## config.mk

```make
export PLATFORM = sky130hd
export DESIGN_NAME = boot_start_sel
export DESIGN_NICKNAME = d
export VERILOG_FILES = /design/src/rtl/boot_start_sel.sv
export SDC_FILE = /design/constraint.sdc
export NUM_CORES = 1
export LEC_CHECK = 0
export ABC_AREA = 1
export BUFFER_PORTS_ARGS = -buffer_cell sky130_fd_sc_hd__buf_2
export CAP_MARGIN = 20
export CORE_UTILIZATION = 33
export DETAILED_ROUTE_END_ITERATION = 8
export PLACE_DENSITY = 0.79
export SYNTH_ARGS = -nofsm -noshare
export SYNTH_HDL_FRONTEND = slang
export SYNTH_SLANG_ARGS = --single-unit
```

## constraint.sdc

```tcl
create_clock -name clk -period 1.3 [get_ports clk]
set_input_delay 0.065 -clock clk [delete_from_list [all_inputs] [get_ports clk]]
set_output_delay 0.065 -clock clk [all_outputs]
set_load 0.005 [all_outputs]
```

## src/rtl/boot_start_sel.sv

```systemverilog
module boot_start_sel #(
  parameter int ADDR_W = 16,
  parameter int ROM_AW = 11,
  parameter int DATA_W = 8,
  parameter int SFR_AW = 8,
  parameter logic [SFR_AW-1:0] SFR_ADDR = 8'hA2,
  parameter int OVL_BIT = 5,
  parameter logic [DATA_W-1:0] ROM_VEC_CODE = 8'hFC
) (
  input  logic              clk,
  input  logic              rst_n,
  input  logic              strap_fetch_n,
  input  logic              strap_extmem,
  input  logic              strap_latch,
  input  logic              cfg_skip_boot,
  input  logic [DATA_W-1:0] cfg_status,
  input  logic [DATA_W-1:0] cfg_vector,
  input  logic              sfr_wr,
  input  logic [SFR_AW-1:0] sfr_addr,
  input  logic [DATA_W-1:0] sfr_wdata,
  input  logic [ADDR_W-1:0] fetch_addr,
  output logic              fetch_rom,
  output logic              overlay_en,
  output logic [ADDR_W-1:0] start_pc,
  output logic              start_valid
);
  localparam int HI_W = ADDR_W - ROM_AW;
  localparam int LO_W = ADDR_W - DATA_W;
  localparam logic [ADDR_W-1:0] ROM_BASE = {{HI_W{1'b1}}, {ROM_AW{1'b0}}};

  logic              sampled;
  logic              strap_boot;
  logic              sfr_hit;
  logic [ADDR_W-1:0] pc_nxt;
  logic              ovl_nxt;
  logic              unused_wdata;

  assign strap_boot   = !strap_fetch_n && strap_extmem && strap_latch;
  assign sfr_hit      = sfr_wr && (sfr_addr == SFR_ADDR);
  assign fetch_rom    = overlay_en && (&fetch_addr[ADDR_W-1:ROM_AW]);
  assign unused_wdata = ^sfr_wdata;

  always_comb begin
    pc_nxt  = '0;
    ovl_nxt = 1'b0;
    if (strap_boot) begin
      pc_nxt  = ROM_BASE;
      ovl_nxt = 1'b1;
    end else if (cfg_skip_boot || (cfg_status == '0)) begin
      pc_nxt  = '0;
    end else if (cfg_vector == ROM_VEC_CODE) begin
      pc_nxt  = ROM_BASE;
      ovl_nxt = 1'b1;
    end else begin
      pc_nxt  = {cfg_vector, {LO_W{1'b0}}};
    end
  end

  always_ff @(posedge clk or negedge rst_n) begin
    if (!rst_n) begin
      sampled     <= 1'b0;
      start_valid <= 1'b0;
      start_pc    <= '0;
      overlay_en  <= 1'b0;
    end else if (!sampled) begin
      sampled     <= 1'b1;
      start_valid <= 1'b1;
      start_pc    <= pc_nxt;
      overlay_en  <= ovl_nxt;
    end else begin
      start_valid <= 1'b0;
      if (sfr_hit) overlay_en <= sfr_wdata[OVL_BIT];
    end
  end

  p_single_strobe_r2: assert property (@(posedge clk) disable iff (!rst_n)
    start_valid |=> !start_valid);

  p_no_late_strobe_r2: assert property (@(posedge clk) disable iff (!rst_n)
    (sampled && !start_valid) |=> !start_valid);

  p_rom_start_addr_r6: assert property (@(posedge clk) disable iff (!rst_n)
    (start_valid && overlay_en) |-> (start_pc == ROM_BASE));

  p_sfr_load_r8: assert property (@(posedge clk) disable iff (!rst_n)
    (sampled && sfr_hit) |=> (overlay_en == $past(sfr_wdata[OVL_BIT])));

  p_hold_r10: assert property (@(posedge clk) disable iff (!rst_n)
    (sampled && !sfr_hit) |=> ($stable(overlay_en) && $stable(start_pc)));

  p_flash_when_off_r9: assert property (@(posedge clk) disable iff (!rst_n)
    !overlay_en |-> !fetch_rom);
endmodule

```

== Yosys cells after proc, flatten, opt, wreduce, memory -nomap -nowiden ==
Cells that the tools add are included.

* Eq/ne operators: 3
* Bitwise gates (word level): 0
* Add/sub/neg operators: 0
* Reductions and logical operators: 8
* Shift operators: 0
* Mux-type cells: 9
* Divide/modulo/power cells: 0
* Multiply operators: 0
* Order comparisons: 0

{| class="wikitable"
|+ Operators with widths
! cell !! count
|-
| $mux 16 || 3
|-
| $eq 8x8->1 const B || 2
|-
| $logic_not 8->1 || 1
|-
| $mux 1 || 6
|-
| $reduce_and 5->1 || 1
|-
| $logic_and 1x1->1 || 4
|-
| $ne 2x1->1 const B || 1
|-
| $logic_not 1->1 || 1
|-
| $logic_or 1x1->1 || 1
|}

* Word-level logic and storage cells: 24
* Latch bits: 0
* Memories: 0
* Input port bits: 55
* ROM bits: 0
* Output and inout port bits: 19
* Register bits: 19
* Memory bits (writable): 0

== Depth between registers and ports, before layout ==
Gate-level depths: netlist of run 1.

* Depth in word-level cells: 5
* Mapped depth: 7
* Mapped depth without buffers: 7

== Least setup slack after synthesis of run 1 ==
Ideal clock, no wire load.

* Path type: flip-flop to flip-flop
* From: register sampled
* To: register start_pc[14]
* Slack: 0.352 ns
* Path buffers: 1
* Period minus slack after synthesis: 0.948 ns
* Library setup time: 0.119 ns
* Cell stages (with the launch flop): 6
* Required time: 1.181 ns
* Arrival time: 0.829 ns
* Path through: dfrtp_1 -> buf_6 -> nor2_8 -> inv_1 -> o22ai_1 -> nor2_1

{| class="wikitable"
|+ RTL lines
! what !! RTL line !! RTL
|-
| from (decl) || 31 || <nowiki>logic sampled;</nowiki>
|-
| from (signal assigned) || 61 || <nowiki>sampled <= 1'b0;</nowiki>
|-
| from (signal assigned) || 66 || <nowiki>sampled <= 1'b1;</nowiki>
|-
| to (signal assigned) || 68 || <nowiki>start_pc <= pc_nxt;</nowiki>
|-
| to (decl) || 24 || <nowiki>output logic [ADDR_W-1:0] start_pc,</nowiki>
|}

== Worst setup path in the final report of run 1 ==
* From: register sampled
* To: register overlay_en

* Word-level cells in the longest chain between the ends: 1
* Elaborated cells between the ends (all ways): 2
* Classes of those cells: 1 x eq/ne; 1 x mux

{| class="wikitable"
|+ RTL lines
! what !! RTL line !! RTL
|-
| $ne 2x1->1 (no source line) / $mux 1 (equally long branches) || n/a ||
|-
| to (signal assigned) || 69 || <nowiki>overlay_en <= ovl_nxt;</nowiki>
|-
| to (signal assigned) || 72 || <nowiki>if (sfr_hit) overlay_en <= sfr_wdata[OVL_BIT];</nowiki>
|-
| to (decl) || 23 || <nowiki>output logic overlay_en,</nowiki>
|}

Parallel ways exist; a longest one is shown, timed or not.
A chain may end at the register's enable or synchronous reset.

==> results of run 1 <==
cell type report:
class | count | area, µm²
fill | 180 | 873
multi-input combinational | 66 | 302
sequential | 11 | 275
timing repair buffer | 48 | 245
tap | 25 | 31.3
inverter | 8 | 30.0
clock buffer | 4 | 26.3
flip-flops by register name (all words and copies together), names as in the netlist:
| register | flops |
|---|---|
| overlay_en | 1 |
| sampled | 1 |
| start_pc | 8 |
| start_valid | 1 |
logic make-up (layout without fill, tap and decap cells):
family,after synthesis,count (layout)
other,2,9
buffers and inverters,17,60
AO/OA/AOI/OAI,10,10
flip-flops,11,11
AND/OR/NAND/NOR,47,47
path summary, 6_finish.rpt:
path,startpoint,endpoint,slack [ps],cells past startpoint
max,sampled$_DFF_PN0_,overlay_en$_DFFE_PN0P_,230,5
max reg2reg,sampled$_DFF_PN0_,overlay_en$_DFFE_PN0P_,230,5
max in group asynchronous,rst_n,overlay_en$_DFFE_PN0P_,900,2
min,cfg_vector[3],start_pc[11]$_DFFE_PN0N_,50,3
min reg2reg,start_pc[9]$_DFFE_PN0N_,start_pc[9]$_DFFE_PN0N_,480,2
min in group asynchronous,rst_n,start_pc[9]$_DFFE_PN0N_,190,2
power by group:
| group | internal (mW) | switching, mW | leakage (nW) | total [mW] |
|---|---|---|---|---|
| registers | 0.372 | 0.0199 | 0.134 | 0.392 |
| clock network | 0.119 | 0.112 | 0.0150 | 0.230 |
| logic | 0.0896 | 0.0868 | 0.374 | 0.176 |
layer usage:
| layer | GRT usage | part of all wire | up-vias |
|---|---|---|---|
| li1 | - | - | 355 |
| met2 | 0.236 | 0.47 | 33 |
| met5 | 0 | 0 | - |
| met1 | 0.167 | 0.43 | 280 |
| met4 | 0.0706 | 0.0095 | 0 |
| met3 | 0.0431 | 0.092 | 3 |
repair_timing:
action,4_1_cts,5_1_grt
hold endpoints to repair,11,0
gates resized for setup,0,0
hold buffers,1,0
per-stage QoR:
stage	utilization	instance area (µm²)	hold WS, ps
finish	0.510	910	47.8
floorplan	-	678	-231
detailed placement	0.490	873	-49.7
global route	0.510	910	55.4
global placement	0.490	873	-58.5
CTS	0.510	910	44.3
layout by cell type (no fill, tap or decap), drive strengths merged:
cell	count
a21oi	4
buf	47
clkbuf	4
conb	9
dfrtp	11
dlygate4sd3	1
inv	8
nand2	21
nand3	3
nand4	2
nor2	21
o21ai	4
o22ai	2
worst min-delay path: stages:
cell     delay [ps]
buf_2           100
nand2_1          50
a21oi_1          60
==> metrics.txt, run 1 <==
final setup fails=0; cell accounting for the most synthesized area=dfrtp_1; Final #Nets=193; setup slack after placement=231 ps; Req. time, crit path=1450 ps; height of the die=46.4 µm; global route overflow=0; crit path DAT=1220 ps; postcts setup bufs=0; Final Critical Period=1070 ps; initial antenna violation count=0; H-tree depth=1; vias in the first global route=527; n_diodes=0; Die X=46.4 µm; DRT iter0 DRCs=12; placed cells=157; EDFF count, synth=0; sequential-to-total area share from yosys stat=0.422; routed wire length=1.47 mm; drt first pass iters=3; Synth Area in Compound Gates=0.0864; non-filler instance count after layout=162; PwrDens=878 nW/µm²; xor and xnor fraction of the mapped netlist area=0; Top FF cell, synth=dfrtp_1; ratio of cells with drive above 1 in the final layout=0.401; Post-synth top cells=20 x nand2_1, 19 x nor2_1, 11 x dfrtp_1; boundary pin count=74; Final WS setup=235 ps; Largest stage delay, worst path=540 ps; Hold WC Path Type=input pin to register; top cell type's share of synthesized area=0.422; Initial Utilization=0.366; die area=2160 µm²; CTS Buffer Depth=2; wire per inst=9.07 µm; final period utilization=0.819; crit-path cells=inv_2 -> nor2_1 -> a21oi_1 -> nand3_1 -> nand2_1; Inserted Clock Buffers=3; hpwl dp=1.24 mm; Post-Synthesis Cell Area=652 µm²; Synth Register Bits=11; async set or reset register ratio after synthesis=1.00; first-pass GRT wire length=2.11 mm; post-synthesis mux area share=0; kind of critical path=register to register; Clk Tree Root Cell=clkbuf_4; Core ar.=1780 µm²; largest family of logic cells by synthesized area=simple AND/OR/NAND/NOR gates; Post-Route Skew=4.94 ps; outcome=finished, final reports clean; Synth Area per Inst=7.49 µm²; count of different cell masters after synthesis=18; row count=15; TritonCTS clock tree=built; worst path buffer plus inverter count=1; Final Hold Fails=0; clock-pin slew on the worst setup and hold paths=70 ps; CTS sink cnt=11; Leak=0.523 nW; gpl congestion=0.782; Tot GR Track Use=0.143; Clock Latency Late Sink=270 ps; Max Clk Rate=939 MHz; input/output buffers=47; synth top area cells=dfrtp_1 42%, nand2_1 12%, nor2_1 11%; vias per cell=4.14; Synth Area in Adders=0; Antenna Nets Post-Route=0; top-count cell post-synth=nand2_1; Post-route DRC=0; Syn-to-layout area delta=39.5%; Syn Inst Count=87; Via Count=671; RSZ-0062 raised after global routing=no; Yosys warning count=0; max cap viols=0; Final Max Slew Viols=0; CP top delay family=flip-flops; Worst path slowest cell=dfrtp_1; total power=799 µW; Peak VDD IR=0.000456 V; crit start category=register; accumulated negative setup slack=0 ps; critical path fanouts, max=7; CP endpoint kind=register; largest net degree at the start of global routing=12; Synth Area in Simple Gates=0.324
Note: power is estimated with default switching activity, not from simulation.
==> run 2: changes to the inputs <==
--- a/config.mk
+++ b/config.mk
@@ -5,12 +5,12 @@
 export SDC_FILE = /design/constraint.sdc
 export NUM_CORES = 1
 export LEC_CHECK = 0
-export ABC_AREA = 1
+export ABC_AREA = 0
 export BUFFER_PORTS_ARGS = -buffer_cell sky130_fd_sc_hd__buf_2
 export CAP_MARGIN = 20
-export CORE_UTILIZATION = 33
+export CORE_UTILIZATION = 30
 export DETAILED_ROUTE_END_ITERATION = 8
-export PLACE_DENSITY = 0.79
+export PLACE_DENSITY = 0.78
 export SYNTH_ARGS = -nofsm -noshare
 export SYNTH_HDL_FRONTEND = slang
 export SYNTH_SLANG_ARGS = --single-unit
==> constraint.sdc (replaced) <==
create_clock -name clk -period 1 [get_ports clk]
set_input_delay 0.05 -clock clk [delete_from_list [all_inputs] [get_ports clk]]
set_output_delay 0.05 -clock clk [all_outputs]
set_load 0.005 [all_outputs]
==> run 2 against run 1 <==
  * Worst setup slack worse by 230 ps
  * Clock skew hardly changed
  * Maximum frequency is 6.9% higher
  * Sequential cell count stayed put
  * Routed wire length is 7.1% higher
  * Critical path depth is 1 lower
  * Register-to-register slack worse by 230 ps
  * Sequential power is 29% higher
  * Cell area is 0.55% lower
  * Die area is 6.4% lower
==> metrics.txt, run 2 <==
Final WS setup=3.52 ps; commonest non-fill, non-tap cell in the layout=buf_2; Initial Utilization=0.320; Top FF cell, synth=dfrtp_1; n_diodes=0; Peak VDD IR=0.000662 V; Placed Instance Area=827 µm²; top cell type's share of synthesized area=0.498; vias per cell=4.60; routed wire length=1.58 mm; cell accounting for the most synthesized area=dfrtp_1; async set or reset register ratio after synthesis=1.00; max cap viols=0; critical path fanouts, max=4; hpwl dp=1.26 mm; Yosys warning count=0; Die X=44.9 µm; Worst path slowest cell=dfrtp_1; worst path buffer plus inverter count=3; internal power=773 µW; Synth Register Bits=11; accumulated negative setup slack=0 ps; Fin Hold WS=38.7 ps; Via Count=635; Synth Area per Inst=9.88 µm²; Final Max Slew Viols=0; Synth Area in Compound Gates=0.167; Post-synth top cells=11 x dfrtp_1, 8 x buf_4, 7 x nand2_1, 7 x nor2_1; Sw Pwr=282 µW; TritonCTS clock tree=built; wire per inst=11.4 µm; Reg power frac=0.480; most used cell, CP=buf_4; worst setup path startpoint=sampled$_DFF_PN0_; CP endpoint kind=register; sequential-to-total area share from yosys stat=0.498; clock network fraction of total power=0.286; total power=1.06 mW; Syn Inst Count=56; height of the die=44.9 µm; drt first pass iters=4; min-delay src=cfg_vector[5]; largest net degree at the start of global routing=12; Post-route DRC=0; Req. time, crit path=1150 ps; max FFs per register=8; CP top delay family=flip-flops; EDFF count, synth=0; clock-pin slew on the worst setup and hold paths=70 ps; Syn-to-layout area delta=63.6%; RSZ-0062 raised after global routing=yes; Slew headroom=0.599; crit start category=register; Final #Nets=169; Antenna Nets Post-Route=0; H-tree depth=1; combinational cell fraction of total power=0.234; Layout fillers=190; xor and xnor fraction of the mapped netlist area=0; kind of critical path=register to register; Final Hold Fails=0; worst slew pin tran=602 ps; global route overflow=0; Synth Area in Adders=0; Synth Area in Simple Gates=0.206; Tot GR Track Use=0.159; Final Critical Period=996 ps; Core ar.=1730 µm²; CTS Buffer Depth=2; synth top area cells=dfrtp_1 50%, buf_4 11%, a32o_1 5.4%; final setup fails=0; PwrDens=1170 nW/µm²; count of different cell masters after synthesis=17; vias in the first global route=584; Final Util=0.524; input/output buffers=47; die area=2020 µm²; non-filler instance count after layout=138; Hold WC Path Type=input pin to register; top-count cell post-synth=dfrtp_1; Clk Tree Root Cell=clkbuf_4; placed cells=132; crit path DAT=1140 ps; final period utilization=0.996; gpl congestion=0.723; ratio of cells with drive above 1 in the final layout=0.566; CTS sink cnt=11; Inserted Clock Buffers=3; row count=15; outcome=finished, final reports clean; setup slack after placement=-222 ps; Post-Synthesis Cell Area=553 µm²; Largest stage delay, worst path=400 ps; post-route cell area=905 µm²; initial antenna violation count=0; switching share of power=0.268; Max Clk Rate=1000 MHz; DRT iter0 DRCs=14; Reg2Reg Launch Point=sampled$_DFF_PN0_; crit-path cells=inv_2 -> buf_4 -> buf_4 -> a2bb2oi_2; boundary pin count=74; Leak=0.472 nW; Post-Route Skew=4.93 ps; most frequent cells in the layout=47 x buf_2, 11 x dfrtp_1, 9 x conb_1; area occupied by multi-input gates=278 µm²; first-pass GRT wire length=2.30 mm; largest family of logic cells by synthesized area=simple AND/OR/NAND/NOR gates; Top reg by flops=start_pc; Clock Latency Late Sink=260 ps; FF/Latch Area=275 µm²; post-synthesis mux area share=0
[run 2: cell count changes in the layout (fill, tap and decap cells not counted), moves of 2 or more]
cell | previous run | this run
a21oi_1 | 4 | 2
buf_4 | 0 | 6
nor2_1 | 19 | 4
nand2_1 | 20 | 7
nand3_1 | 3 | 0
a32o_1 | 0 | 3
o21ai_0 | 2 | 0
inv_1 | 7 | 0
nor2_2 | 0 | 2
a2bb2oi_1 | 0 | 2
nor4_1 | 0 | 3
[run 2: cell type report]
type                            instances  share of cell area
Clock buffer                            4              0.0290
Inverter                                1             0.00415
Multi-Input combinational cell         43               0.307
Sequential cell                        11               0.304
Tap cell                               25              0.0346
Timing Repair Buffer                   54               0.321
[run 2: kinds of logic after synthesis]
logic type | after synthesis
other cells | 2
compound gates | 12
flops | 11
buf+inv | 9
simple gates | 22
[run 2: path summary, 6_finish.rpt]
check | to | slack (ps) | cells after the start
min | start_pc[13]$_DFFE_PN0N_ | 40 | 3
min reg2reg | start_pc[8]$_DFFE_PN0N_ | 490 | 1
max reg2reg | start_pc[11]$_DFFE_PN0N_ | 4 | 4
min in group asynchronous | start_pc[10]$_DFFE_PN0N_ | 200 | 2
max | start_pc[11]$_DFFE_PN0N_ | 4 | 4
max in group asynchronous | start_pc[13]$_DFFE_PN0N_ | 590 | 2
[run 2: per-layer routing]
metal  GRT usage  wire (µm)  up-vias
met4      0.0909          5        0
met1       0.187        633      291
met2       0.264        784       36
met5           0          0        -
li1            -          -      306
met3      0.0360        151        2
[run 2: tightest hold or removal path, cell delays in order]
cell       delay [ps]
buf_2             100
nand2_1            50
a2bb2oi_1          50
[run 2: repair_timing]
item | in CTS | in global routing
hold buffers | 1 | 0
resized for setup | 4 | 3
endpoints found under the setup margin | 2 | 9
hold endpoints to repair | 11 | 0
pin swaps | 2 | 3
buffers inserted | 1 | 0
[run 2: power groups by stage]
stage / sequential, mW / combinational, mW / clock, mW
6_report: 0.506 / 0.247 / 0.302
2_1_floorplan: 0.519 / 0.0954 / 0
3_5_place_dp: 0.514 / 0.225 / 0
4_1_cts: 0.505 / 0.241 / 0.309
3_3_place_gp: 0.514 / 0.217 / 0
5_1_grt: 0.512 / 0.274 / 0.337
